--- config.mk ---
export PLATFORM = sky130hd
export DESIGN_NAME = hitmap_readout_seq
export DESIGN_NICKNAME = d
export VERILOG_FILES = /design/src/rtl/rdseq_pkg.sv /design/src/rtl/rdseq_index.sv /design/src/rtl/rdseq_frame.sv /design/src/rtl/hitmap_readout_seq.sv
export SDC_FILE = /design/constraint.sdc
export NUM_CORES = 1
export LEC_CHECK = 0
export BUFFER_PORTS_ARGS = -buffer_cell sky130_fd_sc_hd__clkbuf_2
export CORE_ASPECT_RATIO = 1.4
export CORE_MARGIN = 2
export CORE_UTILIZATION = 35
export CTS_CLUSTER_SIZE = 24
export DETAILED_ROUTE_END_ITERATION = 8
export SLEW_MARGIN = 10
export SYNTH_ARGS = -nofsm -noshare
export SYNTH_HDL_FRONTEND = slang
export SYNTH_SLANG_ARGS = --single-unit
export TNS_END_PERCENT = 100
--- constraint.sdc ---
create_clock -name clk -period 1.7 [get_ports clk]
set_clock_uncertainty 0.05 [all_clocks]
set_input_delay 0.34 -clock clk [delete_from_list [all_inputs] [get_ports clk]]
set_output_delay 0.34 -clock clk [all_outputs]
set_load 0.05 [all_outputs]
--- src/rtl/rdseq_pkg.sv ---
package rdseq_pkg;

  localparam int KIND_W = 3;

  typedef enum logic [3:0] {
    S_IDLE, S_SOF, S_RD_HMAP, S_CHK_HMAP, S_WR_ADDR, S_WR_HMAP,
    S_RD_TAG, S_RD_CNT, S_CHAN, S_RD_START, S_RD_WORD,
    S_NEXT_CHAN, S_NEXT_CHIP, S_INC_PTR
  } seq_state_t;

  typedef enum logic [2:0] {
    K_NONE = 3'd0, K_SOF = 3'd1, K_ADDR = 3'd2, K_HMAP = 3'd3,
    K_TAG = 3'd4, K_CNT = 3'd5, K_CHAN = 3'd6, K_DATA = 3'd7
  } word_kind_t;

  typedef enum logic [2:0] {
    OP_NONE = 3'd0, OP_HMAP = 3'd1, OP_TAG = 3'd2, OP_CNT = 3'd3,
    OP_START = 3'd4, OP_WORD = 3'd5
  } chip_op_t;

endpackage

--- src/rtl/rdseq_index.sv ---
module rdseq_index #(
  parameter int NUM_CHIPS = 8,
  parameter int CHANS     = 8,
  parameter int EVT_W     = 8,
  localparam int CHIP_W   = $clog2(NUM_CHIPS),
  localparam int CHAN_W   = $clog2(CHANS)
) (
  input  logic              clk,
  input  logic              rst_n,
  input  logic              clr_all,
  input  logic              inc_chip,
  input  logic              clr_chan,
  input  logic              inc_chan,
  input  logic              inc_ptr,
  output logic [CHIP_W-1:0] chip_idx,
  output logic [CHAN_W-1:0] chan_idx,
  output logic [EVT_W-1:0]  rd_ptr,
  output logic              last_chip,
  output logic              last_chan
);

  always_ff @(posedge clk) begin
    if (!rst_n) begin
      chip_idx <= '0;
      chan_idx <= '0;
      rd_ptr   <= '0;
    end else begin
      if (clr_all) begin
        chip_idx <= '0;
        chan_idx <= '0;
      end else begin
        if (inc_chip) chip_idx <= chip_idx + 1'b1;
        if (clr_chan)      chan_idx <= '0;
        else if (inc_chan) chan_idx <= chan_idx + 1'b1;
      end
      if (inc_ptr) rd_ptr <= rd_ptr + 1'b1;
    end
  end

  assign last_chip = (chip_idx == CHIP_W'(NUM_CHIPS - 1));
  assign last_chan = (chan_idx == CHAN_W'(CHANS - 1));


  chip_wrap_chk: assert property (@(posedge clk) disable iff (!rst_n)
    inc_chip |-> !last_chip);


  chan_wrap_chk: assert property (@(posedge clk) disable iff (!rst_n)
    inc_chan |-> !last_chan);

endmodule

--- src/rtl/rdseq_frame.sv ---
module rdseq_frame
  import rdseq_pkg::*;
#(
  parameter int DATA_W = 16,
  parameter int CHANS  = 8,
  parameter int CHIP_W = 3,
  parameter int CHAN_W = 3,
  parameter int EVT_W  = 8
) (
  input  seq_state_t                state,
  input  logic                      chan_skip,
  input  logic [EVT_W-1:0]          evt,
  input  logic [CHIP_W-1:0]         chip_idx,
  input  logic [CHAN_W-1:0]         chan_idx,
  input  logic [CHANS-1:0]          hmap,
  input  logic [DATA_W-1:0]         chip_data,
  output logic                      valid,
  output logic [KIND_W+DATA_W-1:0]  data
);

  word_kind_t        kind;
  logic [DATA_W-1:0] payload;

  always_comb begin
    kind    = K_NONE;
    payload = '0;
    unique case (state)
      S_SOF:     begin kind = K_SOF;  payload = DATA_W'(evt);      end
      S_WR_ADDR: begin kind = K_ADDR; payload = DATA_W'(chip_idx); end
      S_WR_HMAP: begin kind = K_HMAP; payload = DATA_W'(hmap);     end
      S_RD_TAG:  begin kind = K_TAG;  payload = chip_data;         end
      S_RD_CNT:  begin kind = K_CNT;  payload = chip_data;         end
      S_CHAN: begin
        if (!chan_skip) begin
          kind    = K_CHAN;
          payload = DATA_W'(chan_idx);
        end
      end
      S_RD_WORD: begin kind = K_DATA; payload = chip_data;         end
      default: ;
    endcase
  end

  assign valid = (kind != K_NONE);
  assign data  = {kind, payload};

endmodule

--- src/rtl/hitmap_readout_seq.sv ---
module hitmap_readout_seq
  import rdseq_pkg::*;
#(
  parameter int NUM_BOARDS      = 4,
  parameter int CHIPS_PER_BOARD = 2,
  parameter int CHANS           = 8,
  parameter int DATA_W          = 16,
  parameter int EVT_W           = 8
) (
  input  logic                                          clk,
  input  logic                                          rst_n,
  input  logic                                          start_valid,
  output logic                                          start_ready,
  input  logic [EVT_W-1:0]                              start_evt,
  input  logic                                          zero_supp,
  output logic                                          busy,
  output logic [EVT_W-1:0]                              evt_rd_ptr,
  output logic [$clog2(NUM_BOARDS*CHIPS_PER_BOARD)-1:0] chip_sel,
  output logic [$clog2(CHANS)-1:0]                      chip_chan,
  output logic [2:0]                                    chip_op,
  output logic                                          chip_ack,
  input  logic [DATA_W-1:0]                             chip_data,
  input  logic                                          chip_eoc,
  output logic                                          out_valid,
  input  logic                                          out_ready,
  output logic [2+DATA_W:0]                             out_data
);

  localparam int NUM_CHIPS = NUM_BOARDS * CHIPS_PER_BOARD;
  localparam int CHIP_W    = $clog2(NUM_CHIPS);
  localparam int CHAN_W    = $clog2(CHANS);

  seq_state_t         state_q, state_d;
  logic [CHANS-1:0]   hmap_q;
  logic [EVT_W-1:0]   evt_q;
  logic               zs_q;
  logic [CHIP_W-1:0]  chip_idx;
  logic [CHAN_W-1:0]  chan_idx;
  logic               last_chip, last_chan;
  logic               accept, chan_skip;
  chip_op_t           op;

  assign accept    = start_valid && (state_q == S_IDLE);
  assign chan_skip = zs_q && !hmap_q[chan_idx];

  always_comb begin
    state_d = state_q;
    unique case (state_q)
      S_IDLE:      if (start_valid) state_d = S_SOF;
      S_SOF:       if (out_ready) state_d = S_RD_HMAP;
      S_RD_HMAP:   state_d = S_CHK_HMAP;
      S_CHK_HMAP:  state_d = (hmap_q == '0) ? S_NEXT_CHIP : S_WR_ADDR;
      S_WR_ADDR:   if (out_ready) state_d = S_WR_HMAP;
      S_WR_HMAP:   if (out_ready) state_d = S_RD_TAG;
      S_RD_TAG:    if (out_ready) state_d = S_RD_CNT;
      S_RD_CNT:    if (out_ready) state_d = S_CHAN;
      S_CHAN: begin
        if (chan_skip)      state_d = S_NEXT_CHAN;
        else if (out_ready) state_d = S_RD_START;
      end
      S_RD_START:  state_d = S_RD_WORD;
      S_RD_WORD:   if (out_ready && chip_eoc) state_d = S_NEXT_CHAN;
      S_NEXT_CHAN: state_d = last_chan ? S_NEXT_CHIP : S_CHAN;
      S_NEXT_CHIP: state_d = last_chip ? S_INC_PTR : S_RD_HMAP;
      S_INC_PTR:   state_d = S_IDLE;
      default:     state_d = S_IDLE;
    endcase
  end

  always_ff @(posedge clk) begin
    if (!rst_n) begin
      state_q <= S_IDLE;
      hmap_q  <= '0;
      evt_q   <= '0;
      zs_q    <= 1'b0;
    end else begin
      state_q <= state_d;
      if (accept) begin
        evt_q <= start_evt;
        zs_q  <= zero_supp;
      end
      if (state_q == S_RD_HMAP) hmap_q <= chip_data[CHANS-1:0];
    end
  end

  rdseq_index #(
    .NUM_CHIPS (NUM_CHIPS),
    .CHANS     (CHANS),
    .EVT_W     (EVT_W)
  ) index_i (
    .clk       (clk),
    .rst_n     (rst_n),
    .clr_all   (accept),
    .inc_chip  (state_q == S_NEXT_CHIP && !last_chip),
    .clr_chan  (state_q == S_NEXT_CHIP),
    .inc_chan  (state_q == S_NEXT_CHAN && !last_chan),
    .inc_ptr   (state_q == S_INC_PTR),
    .chip_idx  (chip_idx),
    .chan_idx  (chan_idx),
    .rd_ptr    (evt_rd_ptr),
    .last_chip (last_chip),
    .last_chan (last_chan)
  );

  always_comb begin
    unique case (state_q)
      S_RD_HMAP:  op = OP_HMAP;
      S_RD_TAG:   op = OP_TAG;
      S_RD_CNT:   op = OP_CNT;
      S_RD_START: op = OP_START;
      S_RD_WORD:  op = OP_WORD;
      default:    op = OP_NONE;
    endcase
  end

  assign chip_op   = op;
  assign chip_ack  = (op == OP_HMAP) || (op == OP_START) ||
                     (out_ready && (op == OP_TAG || op == OP_CNT || op == OP_WORD));
  assign chip_sel  = chip_idx;
  assign chip_chan = chan_idx;

  rdseq_frame #(
    .DATA_W (DATA_W),
    .CHANS  (CHANS),
    .CHIP_W (CHIP_W),
    .CHAN_W (CHAN_W),
    .EVT_W  (EVT_W)
  ) frame_i (
    .state     (state_q),
    .chan_skip (chan_skip),
    .evt       (evt_q),
    .chip_idx  (chip_idx),
    .chan_idx  (chan_idx),
    .hmap      (hmap_q),
    .chip_data (chip_data),
    .valid     (out_valid),
    .data      (out_data)
  );

  assign busy        = (state_q != S_IDLE);
  assign start_ready = (state_q == S_IDLE);


  start_busy_chk: assert property (@(posedge clk) disable iff (!rst_n)
    (start_valid && start_ready) |=> busy);


  idle_quiet_chk: assert property (@(posedge clk) disable iff (!rst_n)
    !busy |-> (!out_valid && chip_op == 3'd0));


  stall_hold_chk: assert property (@(posedge clk) disable iff (!rst_n)
    (out_valid && !out_ready) |=> (out_valid && $stable(state_q)));


  word_out_chk: assert property (@(posedge clk) disable iff (!rst_n)
    (chip_op == 3'd5) |-> out_valid);


  ptr_step_chk: assert property (@(posedge clk) disable iff (!rst_n)
    $fell(busy) |-> (evt_rd_ptr != $past(evt_rd_ptr)));

endmodule

---- Word level (Yosys, flattened, before mapping) ----
Index checks and enable logic that the tools add are counted.
storage, ports and cells
  output and inout port bits .............. 40
  word-level logic and storage cells ...... 81
  bits in registers ....................... 35
cells by class
  equality and inequality tests ........... 28
  add/sub/neg operators ................... 3
  bitwise logic cells ..................... 1
  reduce and logical (&&, ||, !) cells .... 21
  muxes and demuxes ....................... 20
  $lt $le $gt $ge ......................... 1
operator list
  kind                                                                   number
  16-bit case mux with 5 select lines                                    1
  4-bit case mux with 13 select lines                                    1
  4-bit 2-to-1 mux                                                       11
  4-bit == test (second input constant)                                  6
  3-bit case mux with 7 select lines                                     1
  4-bit by 3-bit == test with 1-bit output (second input constant)       4
  3-bit case mux with 5 select lines                                     1
  2-bit != test (second input constant)                                  7
  3-bit == test (second input constant)                                  4
  3-bit 2-to-1 mux                                                       3
  8-bit by 1-bit adder with 8-bit output (second input constant)         1
  4-bit by 2-bit == test with 1-bit output (second input constant)       2
  8-bit logical NOT                                                      1
  8-bit AND reduction                                                    1
  3-bit by 1-bit adder with 3-bit output (second input constant)         2
  3-bit by 2-bit == test with 1-bit output (second input constant)       2
  1-bit logical AND                                                      6
  3-bit OR reduction                                                     2
  4-bit by 1-bit == test with 1-bit output (second input constant)       1
  4-bit logical NOT                                                      1
  1-bit logical OR                                                       4
  3-bit by 4-bit < comparator with 1-bit output (second input constant)  1
  4-bit nonzero test                                                     1
  1-bit binary-select mux with 3-bit select                              1
  7 further kinds                                                        9

---- Depth between registers and ports, before layout ----
Gate-level depths: netlist of the first run.
  word-level depth ........................ 7
  gate-level depth with buffers ........... 8
  mapped depth without buffers ............ 6

---- By module ----
From an unflattened synthesis of the first run, not the netlist that was laid out.
unflattened totals
  cell total of the unflattened synthesis .. 265
  area total of the unflattened synthesis .. 2,163.3 um2
modules (own cells, without submodules)
  module              area an instance (um2)  instances  cells each
  hitmap_readout_seq  1,129.8                 1          156
  rdseq_index         619.3                   1          60
  rdseq_frame         414.1                   1          49

---- Worst setup path after synthesis of the first run ----
No wires, ideal clock.
  kind .................................... register -> output
  start point ............................. register index_i.chan_idx[0]
  end point ............................... output port out_data[17]
  slack ................................... -1.009 ns
  stages on the path, launching flop included .. 7
  buffers on the path ..................... 1
  required time ........................... 1.310 ns
  data arrival time ....................... 2.319 ns
  cells stage by stage .................... dfxtp_1 -> buf_6 -> mux2_4 -> a222oi_1 -> a21oi_1 -> nor2_1 -> o21ai_0
on the way
  cells in the longest elaborated chain, start to end .. 6
ends and longest elaborated chain
  element                                    RTL line                  RTL
  from (decl)                                rdseq_index.sv:16         output logic [CHAN_W-1:0] chan_idx,
  from (signal assigned)                     rdseq_index.sv:34         else if (inc_chan) chan_idx <= chan_idx + 1'b1;
  1-bit binary-select mux with 3-bit select  hitmap_readout_seq.sv:44  assign chan_skip = zs_q && !hmap_q[chan_idx];
  1-bit 2-to-1 mux (implied by the code)     hitmap_readout_seq.sv:44
  1-bit logical NOT                          hitmap_readout_seq.sv:44
  1-bit logical AND                          hitmap_readout_seq.sv:44
  3-bit 2-to-1 mux                           rdseq_frame.sv:34         if (!chan_skip) begin
  3-bit case mux with 7 select lines         rdseq_frame.sv:27         unique case (state)
  to (decl)                                  hitmap_readout_seq.sv:26  output logic [2+DATA_W:0] out_data
Every way passes these cells. The select of a mux whose other input is x is not followed.

---- Worst setup path after layout of the first run ----
  start point ............................. register index_i.chan_idx[0]
  end point ............................... output port out_data[18]
Same word-level chain as after synthesis.

==> impl_metrics.py, run 1 <==
metrics = {
    "global_route": {
        "grt_usage_pct": 22.4,
        "grt.overflow.total": 0,
        "grt_pass1_wl_mm": 11.8,
        "grt_pass1_vias": 2468,
        "antenna_found_initial": 0,
        "grt_max_degree": 26,
    },
    "synth": {
        "synth_top_cell_by_area": "dfxtp_1",
        "ys_async_sr_fraction_pct": 0,
        "synthCells": 276,
        "synthTopCellsByArea": "dfxtp_1, nand2_1, a21oi_1, nor2_1, mux2i_1",
        "avgSynthCellArea_sq_um": 7.61,
        "syn_nets": 311,
        "ys_warn_count": 0,
        "yosysUniqueCellTypes": 46,
        "synth.ff_latch_count": 35,
        "synth_edf_count": 0,
        "netlist.area_leader.share_pct": 33.4,
        "synth_area_sq_mm": 0.00210,
        "synth-seq-area-share_pct": 33.4,
        "ys.flop_type": "dfxtp_1",
    },
    "sta": {
        "fin_ws_ps": -660,
        "hold_viol": 0,
        "slew_viol_final": 0,
        "setup-tns-final_ps": -10330,
        "finalSetupViolations": 39,
        "finalCritPeriodShare_pct": 139,
        "worst_slew_pin_slew_ps": 405,
        "rsz0062_at_grt": "true",
        "slew_headroom_pct": 73.0,
        "fin_crit_ps": 2360,
        "fmaxAchievable_ghz": 0.424,
    },
    "floorplanning": {
        "dieHeight_um": 95.6,
        "fp.dieW_um": 69.5,
        "start_util_pct": 36.1,
        "coreArea_sq_mm": 0.00582,
        "num_rows": 33,
        "die_area_sq_mm": 0.00664,
        "boundaryPins": 70,
    },
    "detailed_routing": {
        "dr.first_iter.drc_count": 178,
        "drt-total-wl_mm": 7.73,
        "ant_nets": 0,
        "viasPerCell": 5.29,
        "first_pass_iters": 5,
        "via_count": 2586,
        "wl_per_cell_um": 15.8,
        "drc": 0,
    },
    "final_layout": {
        "diodes": 0,
        "synthToLayoutAreaGrowth_pct": 98.9,
        "stdcell_area_sq_mm": 0.00418,
        "nets": 453,
        "fillers": 407,
        "final_core_util_pct": 71.7,
        "final_cells": 489,
        "drive_gt1_share_pct": 59.9,
    },
    "run_status": {
        "outcome": "finished with violations",
        "violations": "negative setup slack",
    },
    "clocking": {
        "clock_tree.root_cell": "clkbuf_8",
        "cts_buffers": 5,
        "h-tree-depth": 2,
        "ctsLongestPathBuffers": 2,
        "path_clk_slew_ps": 70,
        "clk_latency_ps": 290,
        "cts_hold_buffers": 0,
        "cts.sinks": 35,
        "cts_tree": "yes",
    },
    "worst_setup_path": {
        "critical-path-max-stage-delay_ps": 370,
        "critical_path_class": "register to output port",
        "worstPathArrival_ps": 1970,
        "worstPathRequired_ps": 1310,
        "worst_setup_path_start_kind": "register",
        "critPathCaptureType": "output port",
        "r2r_setup_slack_ps": -190,
        "crit_slowest_cell": "dfxtp_4",
        "path_cells": "mux2_4 -> a222oi_1 -> buf_4 -> a21oi_4 -> or2_4 -> buf_12",
        "worstPathMaxFanout": 5,
    },
    "min_path": {
        "hp-class": "input pin to register",
    },
    "placed_design": {
        "io_buffers": 69,
        "placed_area_sq_mm": 0.00321,
        "globalplace.congestion": 0.901,
        "dp_slack_ps": -420,
        "dp.cells": 456,
        "dpl.hpwl_mm": 4.95,
    },
    "power_and_ir_drop": {
        "powerDensity_mw_per_mm2": 1180,
        "p_leak_nw": 1.79,
        "peakVddDrop_mv": 0.883,
    },
    "flow_run": {
        "maxCapViolCount": 0,
    },
}
==> state kept, by name, summed over array words and instances (netlist names) <==
name / cells
state_q: 4
evt_q: 8
index_i.chan_idx: 3
zs_q: 1
hmap_q: 8
index_i.chip_idx: 3
index_i.rd_ptr: 8
==> metrics by stage <==
stage	hold WS, ps	total power (W)
3_5_place_dp	400	0.00330
2_1_floorplan	386	0.00242
6_report	232	0.00491
3_3_place_gp	394	0.00328
4_1_cts	226	0.00457
5_1_grt	243	0.00514
==> cells in the final DEF (no fill, tap or decap), types with 6 or more instances in the layout <==
master and count:
dfxtp_1 27, a21oi_1 14, buf_8 8, a222oi_1 6, nor2_1 25, a21oi_2 8
nand3_1 10, nand2_1 31, mux2i_1 7, buf_4 57, buf_6 23, and2_4 10
nand2_2 9, clkbuf_2 43, clkbuf_16 11, buf_12 10
==> power by group <==
group / switching, W / internal (W) / total [W]
Sequential: 0.0000789 / 0.000920 / 0.000999
Clock: 0.000294 / 0.000287 / 0.000581
Combinational: 0.00167 / 0.00166 / 0.00333
Total: 0.00204 / 0.00287 / 0.00491
==> worst max-delay path: cells and delay by family, from the launching register on <==
family                 cells  cell delay (ps)
and+or+nand+nor            1              250
buffers and inverters      2              350
DFF                        1              370
AOI/OAI and AO/OA          2              410
muxes                      1              300
==> cell usage after synthesis (2+ instances only) <==
cell type  instances
buf_4              2
a21oi_1           24
xnor2_1            6
dfxtp_1           35
clkbuf_1          13
xor2_1             5
mux2i_1            7
mux2_1             2
nor4_1             4
nand3_1           13
buf_6              2
and4b_1            2
a22o_1             3
nand2_1           44
and2_1            11
inv_1              9
nand4_1            2
nor2_1            29
a222oi_1           6
ha_1               5
a221oi_1           3
nor3_1             7
o211ai_1           3
nor2b_1            5
nand2b_1           6
o21ai_0            8
==> what timing repair did <==
action | 4_1_cts | 5_1_grt
setup endpoints to repair | 52 | 56
cloned | 2 | 0
buffers inserted | 14 | 15
pin swaps | 14 | 26
gates resized for setup | 112 | 44
==> kinds of logic (layout without fill, tap and decap cells) <==
| kind of cell | Yosys count | count (layout) | synth area share [%] |
|---|---|---|---|
| simple gates | 129 | 129 | 29.3 |
| compound gates | 57 | 57 | 18.0 |
| flops | 35 | 35 | 33.4 |
| buf+inv | 28 | 171 | 6.14 |
| xor+xnor | 11 | 11 | 4.59 |
| mux | 11 | 11 | 5.66 |
| fa+ha+maj | 5 | 5 | 2.98 |
==> worst paths after layout <==
kind                             from           end  cells after the start
hold / removal              zero_supp          zs_q                      3
hold reg to reg              evt_q[6]      evt_q[6]                      2
setup reg to reg  index_i.chan_idx[0]    state_q[2]                      6
setup / recovery  index_i.chan_idx[0]  out_data[18]                      6
==> per-layer routing <==
metal  global-route usage, %  vias to the layer above  share of wire (%)
met1                    25.7                     1243                 40
met3                    4.02                       18                4.2
met5                       0                        -                  0
met2                    40.5                       76                 53
li1                        -                     1249                  -
met4                    9.97                        0                3.1
==> final cells by class <==
type	count	area, sq um	share of cell area, %
Timing Repair Buffer	153	1500	36.0
Sequential cell	35	721	17.3
Inverter	10	41.3	0.989
Clock inverter	1	5.00	0.120
Tap cell	70	87.6	2.10
Multi-Input combinational cell	213	1740	41.7
Clock buffer	7	76.3	1.83
No activity file was read; power rests on OpenSTA's default activity.
==> run 2: changes to the inputs <==
Settings changed: ABC_AREA set to 1.
==> run 2 against run 1 <==
  * The flow still finishes with violations (negative setup slack)
  * Power increased by 41%
  * Critical path depth grew 2
  * Clock power grew 25%
  * Core utilization fell by 5.6 points
  * Combinational power is 51% higher
  * Final cell count rose by 4.1%
  * Synthesized cell count increased by 11%
  * First-iteration DRC count shrank 52%
  * Global-route usage barely moved
  * Largest cell class unchanged
==> impl_metrics.py, run 2 <==
metrics = {
    "global_route": {
        "antenna_found_initial": 0,
        "grt_pass1_wl_mm": 10.9,
        "grt.overflow.total": 0,
        "grt_max_degree": 18,
        "grt_usage_pct": 22.4,
        "grt_pass1_vias": 2422,
    },
    "sta": {
        "finalSetupViolations": 27,
        "setup-tns-final_ps": -5570,
        "worst_slew_pin_slew_ps": 360,
        "slew_headroom_pct": 76.0,
        "fmaxAchievable_ghz": 0.489,
        "hold_viol": 0,
        "fin_crit_ps": 2050,
        "finalCritPeriodShare_pct": 120,
        "rsz0062_at_grt": "true",
        "slew_viol_final": 0,
        "fin_ws_ps": -346,
    },
    "synth": {
        "syn_nets": 342,
        "synthTopCellsByArea": "dfxtp_1, inv_1, nand2_1, a21oi_1, nor2_1",
        "synthCells": 307,
        "synth.ff_latch_count": 35,
        "synth_top_cell_by_area": "dfxtp_1",
        "synth-seq-area-share_pct": 34.0,
        "synth_edf_count": 0,
        "yosys-top-cells-count": "inv_1, nand2_1, nor2_1, dfxtp_1, a21oi_1",
        "netlist.area_leader.share_pct": 34.0,
        "synth_most_common_cell": "inv_1",
        "avgSynthCellArea_sq_um": 6.72,
        "synth_area_sq_mm": 0.00206,
        "yosysUniqueCellTypes": 33,
        "ys.flop_type": "dfxtp_1",
        "ys_async_sr_fraction_pct": 0,
        "ys_warn_count": 0,
    },
    "clocking": {
        "path_clk_slew_ps": 70,
        "h-tree-depth": 2,
        "clk_latency_ps": 290,
        "cts.sinks": 35,
        "ctsLongestPathBuffers": 2,
        "clock_tree.root_cell": "clkbuf_8",
        "cts_hold_buffers": 0,
        "cts_tree": "yes",
        "cts_buffers": 5,
    },
    "power_and_ir_drop": {
        "p_leak_nw": 1.72,
        "powerDensity_mw_per_mm2": 1810,
        "peakVddDrop_mv": 1.24,
    },
    "detailed_routing": {
        "ant_nets": 0,
        "via_count": 2507,
        "wl_per_cell_um": 13.9,
        "first_pass_iters": 5,
        "viasPerCell": 4.93,
        "dr.first_iter.drc_count": 86,
        "drc": 0,
        "drt-total-wl_mm": 7.09,
    },
    "placed_design": {
        "globalplace.congestion": 0.881,
        "dpl.hpwl_mm": 5.04,
        "placed_area_sq_mm": 0.00309,
        "io_buffers": 69,
    },
    "floorplanning": {
        "num_rows": 33,
        "dieHeight_um": 94.8,
        "start_util_pct": 35.7,
        "coreArea_sq_mm": 0.00578,
        "boundaryPins": 70,
        "fp.dieW_um": 68.9,
        "die_area_sq_mm": 0.00653,
    },
    "run_status": {
        "violations": "negative setup slack",
        "outcome": "finished with violations",
    },
    "worst_setup_path": {
        "r2r_setup_slack_ps": 0,
        "r2r_end": "evt_q[1]",
        "worstPathMaxFanout": 5,
        "reg2reg_from": "state_q[0]",
        "worstPathArrival_ps": 1660,
        "worst_setup_path_start_kind": "register",
        "critical_path_class": "register to output port",
        "worstPathRequired_ps": 1310,
        "critPathCaptureType": "output port",
        "reg2regPathDepth": 11,
    },
    "final_layout": {
        "reg_top3": "evt_q (8), hmap_q (8), index_i.rd_ptr (8)",
        "drive_gt1_share_pct": 53.1,
        "nets": 473,
        "synthToLayoutAreaGrowth_pct": 85.1,
        "stdcell_area_sq_mm": 0.00382,
        "layout_common_cells": "buf_4, inv_1, clkbuf_2",
        "layout_commonest_cell": "buf_4",
        "fillers": 472,
        "diodes": 0,
    },
    "min_path": {
        "holdPathEnd": "evt_q[4]",
        "whs_path_depth": 3,
        "hp-class": "input pin to register",
        "min_from": "start_evt[4]",
    },
    "flow_run": {
        "maxCapViolCount": 0,
    },
}
==> run 2: cell types whose count changed in the layout (fill, tap and decap cells not counted), moves of 8 or more <==
cell and delta:
buf_6 -12, clkbuf_16 -10, nor2_1 -8, nor2_4 +13, and2_4 -10, a21oi_1 +14
nand2_1 +8, buf_4 -10, inv_1 +42, o21ai_0 +14
==> run 2: timing repair <==
item / in CTS / in global routing
cloned: 0 / 2
buffers inserted: 8 / 8
resized for setup: 86 / 70
pin swaps: 19 / 17
setup endpoints to repair: 28 / 46
==> run 2: cells by family (layout without fill, tap and decap cells) <==
group / count (synthesis) / count (layout) / synth area share (%)
compound gates: 74 / 74 / 20.2
fa+ha+maj: 5 / 5 / 3.03
buf+inv: 66 / 198 / 12.7
flops: 35 / 35 / 34.0
simple gates: 127 / 127 / 30.1
==> run 2: how the worst max path moves through the flow <==
stage	end	cells past startpoint	slack, ps	start
after floorplan	chip_ack	5	-410	state_q[3]
after global placement	out_data[2]	7	-150	state_q[2]
after detailed placement	out_data[0]	7	-170	state_q[2]
after CTS	out_data[1]	8	-340	index_i.chan_idx[0]
after global routing	out_data[1]	8	-440	index_i.chan_idx[0]
final	out_data[3]	8	-350	state_q[0]
==> run 2: worst max-delay path: stages, from the launching register on <==
cell and delay, ps:
dfxtp_4 390, inv_4 40, nor2_4 110, inv_4 70, nor2_4 140, inv_2 70, buf_6 150, o221ai_4 230
buf_12 170
==> run 2: power breakdown <==
part / leakage [nW] / internal, W / switching (W) / total [W]
Sequential: 0.291 / 0.00103 / 0.000154 / 0.00118
Clock: 0.0524 / 0.000439 / 0.000290 / 0.000728
Combinational: 1.37 / 0.00212 / 0.00290 / 0.00502
Total: 1.72 / 0.00359 / 0.00334 / 0.00693
==> run 2: layer usage <==
| metal | track usage [%] | vias to the layer above | part of all wire (%) |
|---|---|---|---|
| met5 | 0 | - | 0 |
| met4 | 10.9 | 0 | 4.3 |
| met3 | 4.05 | 23 | 4.5 |
| met2 | 40.8 | 91 | 55 |
| met1 | 23.7 | 1134 | 36 |
| li1 | - | 1259 | - |
==> run 2: per-stage QoR <==
stage	total power, W	hold WS, ps	setup slack, ps	util, %	std cells
floorplan	0.00357	380	-411	-	307
global placement	0.00487	406	-148	53.4	485
detailed placement	0.00491	413	-169	53.4	485
CTS	0.00638	256	-344	61.9	501
global route	0.00731	272	-437	66.1	509
finish	0.00693	264	-346	66.1	509
==> run 2: layout make-up <==
cell class | instances | area (sq um) | area share [%]
inverters | 62 | 254 | 6.65
clock inverters | 1 | 30.0 | 0.786
repair buffers | 128 | 1140 | 29.8
multi-input cells | 206 | 1510 | 39.4
clock buffers | 7 | 76.3 | 2.00
flip-flops and latches | 35 | 729 | 19.1
well taps | 70 | 87.6 | 2.29
==> run 3: changes to the inputs <==
Settings changed: TNS_END_PERCENT 100 to 5.
Clock period 1.7 ns to 1.9 ns, I/O delays scaled along.
==> run 3 against run 2 <==
  * The run still ends with negative setup slack left
  * Global-route usage shrank 2.8 points
  * Combinational power shrank 27%
  * Clock power shrank 26%
  * First-iteration DRC count grew 58%
==> impl_metrics.py, run 3 (synthesis gave the netlist of run 2 again) <==
metrics = {
    "run_status": {
        "outcome": "finished with violations",
        "violations": "negative setup slack",
    },
    "worst_setup_path": {
        "worstPathArrival_ps": 1630,
        "critPathCaptureType": "output port",
        "cpMostUsedCell": "inv_4",
        "worst_setup_path_start_kind": "register",
        "worstPathRequired_ps": 1470,
        "path_cells": "inv_4 -> nor2_4 -> inv_4 -> nor2_8 -> nor2_4 -> inv_4 -> buf_12 -> nand2_1 -> o221ai_2 -> buf_12",
        "crit_slowest_cell": "dfxtp_4",
        "worstPathMaxFanout": 5,
        "critical-path-max-stage-delay_ps": 370,
        "critical_path_class": "register to output port",
    },
    "floorplanning": {
        "dieHeight_um": 94.8,
        "start_util_pct": 35.7,
        "coreArea_sq_mm": 0.00578,
        "fp.dieW_um": 68.9,
        "die_area_sq_mm": 0.00653,
        "num_rows": 33,
        "boundaryPins": 70,
    },
    "final_layout": {
        "synthToLayoutAreaGrowth_pct": 62.8,
        "layout_commonest_cell": "inv_1",
        "layout_common_cells": "inv_1, nand2_1, clkbuf_2",
        "stdcell_area_sq_mm": 0.00336,
        "drive_gt1_share_pct": 44.5,
        "final_core_util_pct": 58.1,
        "nets": 437,
        "reg_top3": "evt_q (8), hmap_q (8), index_i.rd_ptr (8)",
        "diodes": 0,
    },
    "clocking": {
        "h-tree-depth": 2,
        "cts_tree": "yes",
        "clk_latency_ps": 280,
        "cts_hold_buffers": 0,
        "clock_tree.root_cell": "clkbuf_8",
        "ctsLongestPathBuffers": 2,
        "cts.sinks": 35,
        "path_clk_slew_ps": 70,
        "cts_buffers": 5,
    },
    "sta": {
        "finalCritPeriodShare_pct": 108,
        "fmaxAchievable_ghz": 0.487,
        "finalSetupViolations": 16,
        "rsz0062_at_grt": "true",
        "worst_slew_pin_slew_ps": 309,
        "slew_headroom_pct": 79.3,
        "fin_crit_ps": 2060,
        "hold_viol": 0,
        "fin_ws_ps": -155,
        "slew_viol_final": 0,
    },
    "detailed_routing": {
        "dr.first_iter.drc_count": 136,
        "ant_nets": 0,
        "viasPerCell": 4.92,
        "via_count": 2320,
        "drc": 0,
        "drt-total-wl_mm": 6.23,
        "first_pass_iters": 4,
        "wl_per_cell_um": 13.2,
    },
    "power_and_ir_drop": {
        "peakVddDrop_mv": 0.922,
        "p_leak_nw": 1.51,
        "powerDensity_mw_per_mm2": 1570,
    },
    "placed_design": {
        "globalplace.congestion": 0.900,
        "placed_area_sq_mm": 0.00275,
        "dpl.hpwl_mm": 4.62,
        "io_buffers": 69,
    },
    "global_route": {
        "met3_usage_pct": 2.62,
        "grt_pass1_wl_mm": 9.63,
        "grt_usage_pct": 19.6,
        "antenna_found_initial": 0,
        "grt_max_degree": 18,
        "grt.overflow.total": 0,
        "busiest_layer": "met2",
        "grt_pass1_vias": 2147,
        "met1_usage_pct": 22.1,
        "use_met2_pct": 35.9,
    },
    "min_path": {
        "hp-class": "input pin to register",
    },
    "flow_run": {
        "maxCapViolCount": 0,
    },
}
[run 3: cell count changes in the layout (fill, tap and decap cells not counted), sizes merged]
| cell | previous run | this run |
|---|---|---|
| clkbuf | 53 | 56 |
| inv | 61 | 62 |
| buf | 82 | 42 |
| bufinv | 1 | 0 |
| clkinv | 0 | 1 |
| clkinvlp | 1 | 0 |
[run 3: final timing paths]
check	cells after the start	slack (ps)	end	from
hold / removal	3	320	hmap_q[0]	chip_data[0]
hold reg to reg	2	430	evt_q[1]	evt_q[1]
setup / recovery	10	-160	out_data[5]	state_q[1]
setup reg to reg	13	160	state_q[1]	state_q[0]
[run 3: metal layers]
metal / vias up / wire (um)
met5: - / 0
met3: 8 / 254
met1: 1058 / 2440
met2: 66 / 3410
li1: 1188 / -
met4: 0 / 127
[run 3: cell type report]
class	count	area, sq um
fillers	522	2420
multi-input cells	206	1400
repair buffers	92	812
flip-flops and latches	35	722
inverters	62	253
well taps	70	87.6
clock buffers	6	82.6
clock inverters	1	5.00
[run 3: metrics by stage]
step / hold slack [ps] / total power, W / cells / TNS [ps] / setup slack (ps)
after floorplan: 379 / 0.00298 / 307 / -4690 / -313
after CTS: 294 / 0.00502 / 472 / -1910 / -186
after global placement: 393 / 0.00392 / 461 / 0 / 5.81
final: 320 / 0.00526 / 472 / -1700 / -155
after global routing: 324 / 0.00559 / 472 / -3280 / -251
after detailed placement: 399 / 0.00394 / 461 / -165 / -58.5
[run 3: power by group]
group          leakage (nW)  switching, W  internal, W
logic                  1.17       0.00227      0.00141
registers             0.290      0.000128     0.000917
clock network        0.0470      0.000251     0.000284
total                  1.51       0.00265      0.00261
[run 3: repair_timing]
item	4_1_cts	5_1_grt
pin swaps	5	12
setup buffers	4	0
resized for setup	78	57
setup endpoints to repair	25	25
hold endpoints to repair	0	0
gates cloned	0	0
[run 3: critical path, delay by kind of cell (launching register included)]
family / cells / cell delay (ps)
AND/OR/NAND/NOR: 4 / 320
flip-flops: 1 / 370
AO/OA/AOI/OAI: 1 / 110
buffers and inverters: 5 / 550
